**src/rtl/ccm_pkg.sv**
```systemverilog
package ccm_pkg;

  typedef enum logic [1:0] {
    MIR_PAGE0 = 2'd0,
    MIR_PAGE1 = 2'd1,
    MIR_VERT  = 2'd2,
    MIR_HORZ  = 2'd3
  } mirror_e;

  typedef struct packed {
    logic [2:0] layout;
    logic       page_sel;
    logic       latch_en;
    logic       dual_scr;
  } mode_a_t;

  localparam int LATCH_W = 6;

  function automatic logic [7:0] mode_a_byte(mode_a_t m);
    return {m.layout, m.page_sel, 2'b00, m.latch_en, m.dual_scr};
  endfunction

endpackage

```
**src/rtl/ccm_regs.sv**
```systemverilog
module ccm_regs
  import ccm_pkg::*;
#(
  parameter int          PRG_BANKS    = 64,
  parameter int          PRG_BANK_W   = 6,
  parameter logic [7:0]  MODE_A_INIT  = 8'h22,
  parameter logic [7:0]  MODE_B_INIT  = 8'h01,
  parameter logic [15:0] MODE_A_BASE  = 16'h42FC,
  parameter logic [15:0] MODE_B_BASE  = 16'h43FC,
  parameter logic [15:0] PRG_REG_BASE = 16'h4504
) (
  input  logic                       clk_i,
  input  logic                       rst_ni,
  input  logic                       wr_en_i,
  input  logic [15:0]                wr_addr_i,
  input  logic [7:0]                 wr_data_i,
  output mode_a_t                    mode_a_o,
  output logic                       map_sel_o,
  output logic [LATCH_W-1:0]         latch_o,
  output logic [3:0][PRG_BANK_W-1:0] prg_reg_o
);

  localparam logic [13:0] A_TAG = MODE_A_BASE[15:2];
  localparam logic [13:0] B_TAG = MODE_B_BASE[15:2];
  localparam logic [13:0] P_TAG = PRG_REG_BASE[15:2];
  localparam mode_a_t     A_RST = '{layout:   MODE_A_INIT[7:5],
                                    page_sel: MODE_A_INIT[4],
                                    latch_en: MODE_A_INIT[1],
                                    dual_scr: MODE_A_INIT[0]};

  logic a_hit, b_hit, p_hit, l_hit;
  mode_a_t            mode_a_q;
  logic               map_sel_q;
  logic [LATCH_W-1:0] latch_q;

  assign a_hit = wr_en_i && (wr_addr_i[15:2] == A_TAG);
  assign b_hit = wr_en_i && (wr_addr_i[15:2] == B_TAG);
  assign p_hit = wr_en_i && (wr_addr_i[15:2] == P_TAG);
  assign l_hit = wr_en_i && wr_addr_i[15] && mode_a_q.latch_en;

  always_ff @(posedge clk_i or negedge rst_ni) begin
    if (!rst_ni) begin
      mode_a_q <= A_RST;
    end else if (a_hit) begin
      mode_a_q <= '{layout:   wr_data_i[7:5],
                    page_sel: wr_data_i[4],
                    latch_en: wr_addr_i[1],
                    dual_scr: wr_addr_i[0]};
    end
  end

  always_ff @(posedge clk_i or negedge rst_ni) begin
    if (!rst_ni) begin
      map_sel_q <= MODE_B_INIT[0];
    end else if (b_hit) begin
      map_sel_q <= wr_addr_i[0];
    end
  end

  // secondary mode group and enabled upper-space writes both feed the latch
  always_ff @(posedge clk_i or negedge rst_ni) begin
    if (!rst_ni) begin
      latch_q <= '0;
    end else if (b_hit || l_hit) begin
      latch_q <= wr_data_i[LATCH_W-1:0];
    end
  end

  for (genvar i = 0; i < 4; i++) begin : g_prg
    localparam logic [PRG_BANK_W-1:0] P_RST = PRG_BANK_W'(PRG_BANKS - 4 + i);
    always_ff @(posedge clk_i or negedge rst_ni) begin
      if (!rst_ni) begin
        prg_reg_o[i] <= P_RST;
      end else if (p_hit && (wr_addr_i[1:0] == 2'(i))) begin
        prg_reg_o[i] <= PRG_BANK_W'(wr_data_i);
      end
    end
  end

  assign mode_a_o  = mode_a_q;
  assign map_sel_o = map_sel_q;
  assign latch_o   = latch_q;

  p_mode_fields_r2: assert property (@(posedge clk_i) disable iff (!rst_ni)
    a_hit |=> (mode_a_q.layout == $past(wr_data_i[7:5]) &&
               mode_a_q.page_sel == $past(wr_data_i[4]) &&
               mode_a_q.latch_en == $past(wr_addr_i[1]) &&
               mode_a_q.dual_scr == $past(wr_addr_i[0])));

  p_latch_mode_b_r3: assert property (@(posedge clk_i) disable iff (!rst_ni)
    b_hit |=> (latch_q == $past(wr_data_i[LATCH_W-1:0]) && map_sel_q == $past(wr_addr_i[0])));

  p_latch_hold_r4: assert property (@(posedge clk_i) disable iff (!rst_ni)
    (!b_hit && !(wr_en_i && wr_addr_i[15] && mode_a_q.latch_en)) |=> $stable(latch_q));

  p_prg_reg_r10: assert property (@(posedge clk_i) disable iff (!rst_ni)
    p_hit |=> prg_reg_o[$past(wr_addr_i[1:0])] == $past(PRG_BANK_W'(wr_data_i)));

endmodule

```
**src/rtl/ccm_prg_map.sv**
```systemverilog
module ccm_prg_map
  import ccm_pkg::*;
#(
  parameter int PRG_BANK_W = 6
) (
  input  logic                       clk_i,
  input  logic                       rst_ni,
  input  logic [2:0]                 layout_i,
  input  logic                       map_sel_i,
  input  logic [LATCH_W-1:0]         latch_i,
  input  logic [3:0][PRG_BANK_W-1:0] prg_reg_i,
  output logic [3:0][PRG_BANK_W-1:0] slot_o
);

  logic [3:0] lo16, hi16;
  logic [1:0] bank32;
  logic       use32;

  always_comb begin
    lo16   = 4'd0;
    hi16   = 4'd0;
    bank32 = 2'd3;
    use32  = 1'b0;
    case (layout_i)
      3'd0: begin lo16 = {1'b0, latch_i[2:0]}; hi16 = 4'd7;  end
      3'd1: begin lo16 = latch_i[5:2];         hi16 = 4'd7;  end
      3'd2: begin lo16 = latch_i[3:0];         hi16 = 4'd15; end
      3'd3: begin lo16 = 4'd15;                hi16 = latch_i[3:0]; end
      3'd4: begin use32 = 1'b1; bank32 = latch_i[5:4]; end
      default: begin use32 = 1'b1; bank32 = 2'd3; end
    endcase
  end

  for (genvar k = 0; k < 4; k++) begin : g_slot
    logic [3:0] half;
    assign half = (k < 2) ? lo16 : hi16;
    always_comb begin
      if (!map_sel_i)  slot_o[k] = prg_reg_i[k];
      else if (use32)  slot_o[k] = PRG_BANK_W'({bank32, 2'(k)});
      else             slot_o[k] = PRG_BANK_W'({half, 1'(k % 2)});
    end
  end

  p_pair_r5: assert property (@(posedge clk_i) disable iff (!rst_ni)
    (map_sel_i && !layout_i[2]) |->
      (!slot_o[0][0] && slot_o[1] == (slot_o[0] | PRG_BANK_W'(1)) &&
       !slot_o[2][0] && slot_o[3] == (slot_o[2] | PRG_BANK_W'(1))));

  p_quad_r6: assert property (@(posedge clk_i) disable iff (!rst_ni)
    (map_sel_i && layout_i[2]) |->
      (slot_o[0][1:0] == 2'd0 && slot_o[3] == slot_o[0] + PRG_BANK_W'(3)));

endmodule

```
**src/rtl/ccm_chr_map.sv**
```systemverilog
module ccm_chr_map
  import ccm_pkg::*;
#(
  parameter int CHR_BANK_W = 2
) (
  input  logic                  clk_i,
  input  logic                  rst_ni,
  input  mode_a_t               mode_a_i,
  input  logic [1:0]            lat_lo_i,
  input  logic [1:0]            lat_hi_i,
  output logic [CHR_BANK_W-1:0] chr_bank_o,
  output mirror_e               mirror_o,
  output logic                  chr_we_o
);

  logic [1:0] bank;

  always_comb begin
    case (mode_a_i.layout)
      3'd1, 3'd4, 3'd5: bank = lat_lo_i;
      3'd3:             bank = lat_hi_i;
      3'd6:             bank = {1'b0, lat_lo_i[0]};
      3'd7:             bank = 2'd3;
      default:          bank = 2'd0;
    endcase
  end

  assign chr_bank_o = CHR_BANK_W'(bank);

  always_comb begin
    if (mode_a_i.dual_scr) mirror_o = mode_a_i.page_sel ? MIR_HORZ  : MIR_VERT;
    else                   mirror_o = mode_a_i.page_sel ? MIR_PAGE1 : MIR_PAGE0;
  end

  assign chr_we_o = !((mode_a_byte(mode_a_i) & 8'hE1) >= 8'h81);

  p_chr_open_r9: assert property (@(posedge clk_i) disable iff (!rst_ni)
    !mode_a_i.layout[2] |-> chr_we_o);

  p_orient_r8: assert property (@(posedge clk_i) disable iff (!rst_ni)
    mode_a_i.dual_scr |-> mirror_o[1]);

  p_chr_zero_r7: assert property (@(posedge clk_i) disable iff (!rst_ni)
    (mode_a_i.layout == 3'd0 || mode_a_i.layout == 3'd2) |-> (chr_bank_o == '0));

endmodule

```
**src/rtl/copier_map_ctrl.sv**
```systemverilog
module copier_map_ctrl
  import ccm_pkg::*;
#(
  parameter int          PRG_BANKS    = 64,
  parameter int          CHR_BANK_W   = 2,
  parameter logic [7:0]  MODE_A_INIT  = 8'h22,
  parameter logic [7:0]  MODE_B_INIT  = 8'h01,
  parameter logic [15:0] MODE_A_BASE  = 16'h42FC,
  parameter logic [15:0] MODE_B_BASE  = 16'h43FC,
  parameter logic [15:0] PRG_REG_BASE = 16'h4504,
  localparam int         PRG_BANK_W   = $clog2(PRG_BANKS)
) (
  input  logic                    clk_i,
  input  logic                    rst_ni,
  input  logic                    wr_en_i,
  input  logic [15:0]             wr_addr_i,
  input  logic [7:0]              wr_data_i,
  output logic [4*PRG_BANK_W-1:0] prg_bank_o,
  output logic [CHR_BANK_W-1:0]   chr_bank_o,
  output logic [1:0]              mirror_o,
  output logic                    prg_we_o,
  output logic                    chr_we_o
);

  mode_a_t                    mode_a;
  logic                       map_sel;
  logic [LATCH_W-1:0]         latch;
  logic [3:0][PRG_BANK_W-1:0] prg_reg;
  logic [3:0][PRG_BANK_W-1:0] slot;
  mirror_e                    mirror;

  ccm_regs #(
    .PRG_BANKS   (PRG_BANKS),
    .PRG_BANK_W  (PRG_BANK_W),
    .MODE_A_INIT (MODE_A_INIT),
    .MODE_B_INIT (MODE_B_INIT),
    .MODE_A_BASE (MODE_A_BASE),
    .MODE_B_BASE (MODE_B_BASE),
    .PRG_REG_BASE(PRG_REG_BASE)
  ) u_regs (
    .clk_i    (clk_i),
    .rst_ni   (rst_ni),
    .wr_en_i  (wr_en_i),
    .wr_addr_i(wr_addr_i),
    .wr_data_i(wr_data_i),
    .mode_a_o (mode_a),
    .map_sel_o(map_sel),
    .latch_o  (latch),
    .prg_reg_o(prg_reg)
  );

  ccm_prg_map #(.PRG_BANK_W(PRG_BANK_W)) u_prg (
    .clk_i    (clk_i),
    .rst_ni   (rst_ni),
    .layout_i (mode_a.layout),
    .map_sel_i(map_sel),
    .latch_i  (latch),
    .prg_reg_i(prg_reg),
    .slot_o   (slot)
  );

  ccm_chr_map #(.CHR_BANK_W(CHR_BANK_W)) u_chr (
    .clk_i     (clk_i),
    .rst_ni    (rst_ni),
    .mode_a_i  (mode_a),
    .lat_lo_i  (latch[1:0]),
    .lat_hi_i  (latch[5:4]),
    .chr_bank_o(chr_bank_o),
    .mirror_o  (mirror),
    .chr_we_o  (chr_we_o)
  );

  assign prg_bank_o = slot;
  assign mirror_o   = mirror;
  assign prg_we_o   = !mode_a.latch_en;

endmodule

```
**config.mk**
```make
export PLATFORM = sky130hd
export DESIGN_NAME = copier_map_ctrl
export DESIGN_NICKNAME = d
export VERILOG_FILES = /design/src/rtl/ccm_pkg.sv /design/src/rtl/ccm_regs.sv /design/src/rtl/ccm_prg_map.sv /design/src/rtl/ccm_chr_map.sv /design/src/rtl/copier_map_ctrl.sv
export SDC_FILE = /design/constraint.sdc
export NUM_CORES = 1
export LEC_CHECK = 0
export CELL_PAD_IN_SITES_DETAIL_PLACEMENT = 2
export CELL_PAD_IN_SITES_GLOBAL_PLACEMENT = 2
export CORE_ASPECT_RATIO = 1.2
export CORE_MARGIN = 2
export CORE_UTILIZATION = 27
export CTS_BUF_LIST = sky130_fd_sc_hd__clkbuf_4 sky130_fd_sc_hd__clkbuf_8 sky130_fd_sc_hd__clkbuf_16
export CTS_CLUSTER_DIAMETER = 30
export CTS_CLUSTER_SIZE = 30
export DETAILED_ROUTE_END_ITERATION = 7
export PLACE_DENSITY_LB_ADDON = 0.1
export SKIP_CTS_REPAIR_TIMING = 1
export SLEW_MARGIN = 15
export SYNTH_ARGS = -nofsm -noshare
export SYNTH_HDL_FRONTEND = slang
export SYNTH_HIERARCHICAL = 1
export SYNTH_SLANG_ARGS = --single-unit
```
**constraint.sdc**
```tcl
create_clock -name clk_i -period 1.62 [get_ports clk_i]
set_clock_uncertainty 0.1 [all_clocks]
set_input_delay 0.243 -clock clk_i [delete_from_list [all_inputs] [get_ports clk_i]]
set_output_delay 0.243 -clock clk_i [all_outputs]
set_load 0.05 [all_outputs]
```
==> summary.txt <==
Status -> complete, but fails checks
Failing checks -> negative setup slack
Mapped cell area -> 2024 um^2
Clk buf depth -> 2
Register area share after synthesis -> 47.16%
Post-Route WL -> 7101 um
CTS Sinks -> 37
Drt wl/cell -> 19.89 um
RSZ-0062 raised after global routing -> true
Top cells by count, synth -> dfstp_2, mux2_1, inv_1
Via Count -> 1,719
Routing usage on met3 -> 3.769%
YS warnings -> 6
Cell Rows -> 34
Post-DP HPWL -> 5301 um
Total Routing Usage GR -> 16.23%
Setup Crit Path Kind -> flop to primary output
Clock Tree Root -> clkbuf_8
Reg2reg path depth -> 2
CTS tree -> yes
Worst-Margin Slew -> 0.3401 ns
Post-route ant nets -> 0
Register bit total from synthesis -> 37
Footprint of the multi-input gates -> 1205 um^2
Worst-Skew Late Latency -> 0.28 ns
Largest net degree at the start of global routing -> 38
Power Internal -> 0.001324 W
Chip width -> 83.05 um
Final critical-path share of the clock period -> 131.3%
Switching Fraction -> 22.88%
MaxCap Viol Count -> 0
Register area -> 954.7 um^2
First-pass GRT wire length -> 10,510 um
Data arrival, critical path -> 1.78 ns
Share of cells above drive strength 1 -> 61.28%
Final Worst Setup Slack -> -0.5076 ns
Max-slew violation count -> 0
Synth async-reset ratio -> 100.0%
Core Region -> 7274 um^2
R2r endpoint -> u_regs/latch_o[0]$_DFFE_PN0P_
I/O Buffers -> 56
Yosys top cell area share -> 29.85%
Number of synthesized flops with an enable pin -> 0
Area growth from synthesis to layout -> 74.35%
Congestion Overflow GR -> 0
Clock buffer count from CTS -> 5
Final setup fails -> 27
VDD IR max -> 0.0004252 V
Clock share of power -> 37.0%
Critical path fanouts, max -> 6
Required time of the critical path -> 1.28 ns
Fmax -> 0.4700 GHz
Vias in the first global route -> 2,006
Starting Density -> 27.83%
Worst reg-to-reg setup slack -> 0.24 ns
Crit. End Element -> primary output
Antenna violations before repair -> 1
Overall power -> 0.001717 W
Fin crit period -> 2.128 ns
FF-to-FF Start -> u_regs/mode_a_o[1]$_DFFE_PN1P_
Power share of the sequential group -> 54.1%
Via density per instance -> 4.815
Unique masters post-synth -> 40
Crit path from -> u_regs/mode_a_o[3]$_DFFE_PN1P_
Die Y -> 98.86 um
GR Util met1 -> 18.25%
HP Class -> input pin to async pin
DRC viols -> 0
Synth area leaders -> dfstp_2, dfrtp_1, mux2_1
Io pins -> 57
Top_reg_cell synth -> dfstp_2
Pre-CTS setup slack -> -0.5894 ns
P_leak -> 1.578 nW
Die Area -> 8209 um^2
Mapped Cells -> 175
Combinational fraction of design power -> 8.9%
Gr busiest metal -> met2
Layout net count -> 292
Syn avg cell area -> 11.57 um^2
1st-pass router iterations -> 4
GR met2 Demand/Resource -> 30.65%
H-tree Lvls -> 2
Clk slew on worst S/H paths -> 0.07 ns
Most area-hungry cell type in the Yosys netlist -> dfstp_2
Pwr Density -> 486.6 nW/um^2
NetSw -> 0.0003930 W
Placer Congestion -> 0.7751
Fill cells -> 713
DR iter-0 viols -> 27
Slew HR -> 77.25%
Hold Vio Cnt, Final -> 0
Syn_nets -> 202
Worst setup SP type -> flop
[worst max-delay path, cell delays in order (launching register included)]
cell and delay, ns:
dfstp_2 0.41, buf_6 0.13, or3b_4 0.43, o221ai_4 0.25, o21ai_2 0.12, buf_12 0.16
[cell usage in the layout, fill, tap and decap left out, drive strengths merged, types with 5 or more instances in the layout]
cell	netlist	routed
nor2b	7	7
buf	6	64
mux2	37	37
nor2	10	10
dfrtp	14	14
clkdlybuf4s50	0	11
nor3	5	5
inv	17	17
clkbuf	2	11
o21ai	15	15
dfstp	23	23
dlymetal6s2s	0	11
[kinds of logic after synthesis]
logic type	count (synthesis)	synth area share, %
and+or+nand+nor	49	16.56
muxes	38	22.19
buffers and inverters	25	5.562
DFF	37	47.16
AOI/OAI and AO/OA	26	8.529
[cell type report]
type / instances / area share, %
multi-input combinational: 113 / 34.14
timing repair buffer: 91 / 31.30
sequential: 37 / 27.05
tap: 90 / 3.190
clock buffer: 6 / 2.162
inverter: 17 / 1.808
clock inverter: 2 / 0.2836
antenna: 1 / 0.07090
[stage by stage]
stage               instances  hold WS [ns]  cell area, um^2  util [%]  setup TNS [ns]
finish                    357        0.2419             3530     48.52          -7.738
global route              357        0.2498             3530     48.52          -9.426
CTS                       350        0.2459             3228     44.38          -16.35
detailed placement        342        0.3728             3142     43.19          -21.41
global placement          342        0.3645             3142     43.19          -18.20
floorplan                 175       -0.1526             2135         -          -2.111
[sequential cells by signal, indices dropped and copies added (netlist names)]
name	cells
u_regs/map_sel_o	1
u_regs/prg_reg_o	24
u_regs/latch_o	6
u_regs/mode_a_o	6
[power groups by stage]
stage / sequential, W / combinational, W / clock, W
6_report: 0.000930 / 0.000153 / 0.000635
5_1_grt: 0.000930 / 0.000166 / 0.000699
4_1_cts: 0.000929 / 0.000158 / 0.000667
3_5_place_dp: 0.000945 / 0.000157 / 0
3_3_place_gp: 0.000945 / 0.000150 / 0
2_1_floorplan: 0.000945 / 0.0000174 / 0
[worst max path at each step]
stage / end / slack (ns) / depth (start not counted)
floorplan: prg_bank_o[15] / -0.22 / 4
global placement: u_regs/prg_reg_o[20]$_DFFE_PN1P_ / -0.52 / 5
detailed placement: u_regs/prg_reg_o[21]$_DFFE_PN1P_ / -0.59 / 5
CTS: prg_bank_o[2] / -0.55 / 4
global route: prg_bank_o[20] / -0.56 / 5
finish: prg_bank_o[20] / -0.51 / 5
[metal layers]
metal | vias to the layer above | routed length, um
li1 | 800 | -
met1 | 880 | 2729
met2 | 31 | 4097
met3 | 8 | 186
met4 | 0 | 89
met5 | - | 0
Note: power is estimated with default switching activity, not from simulation.
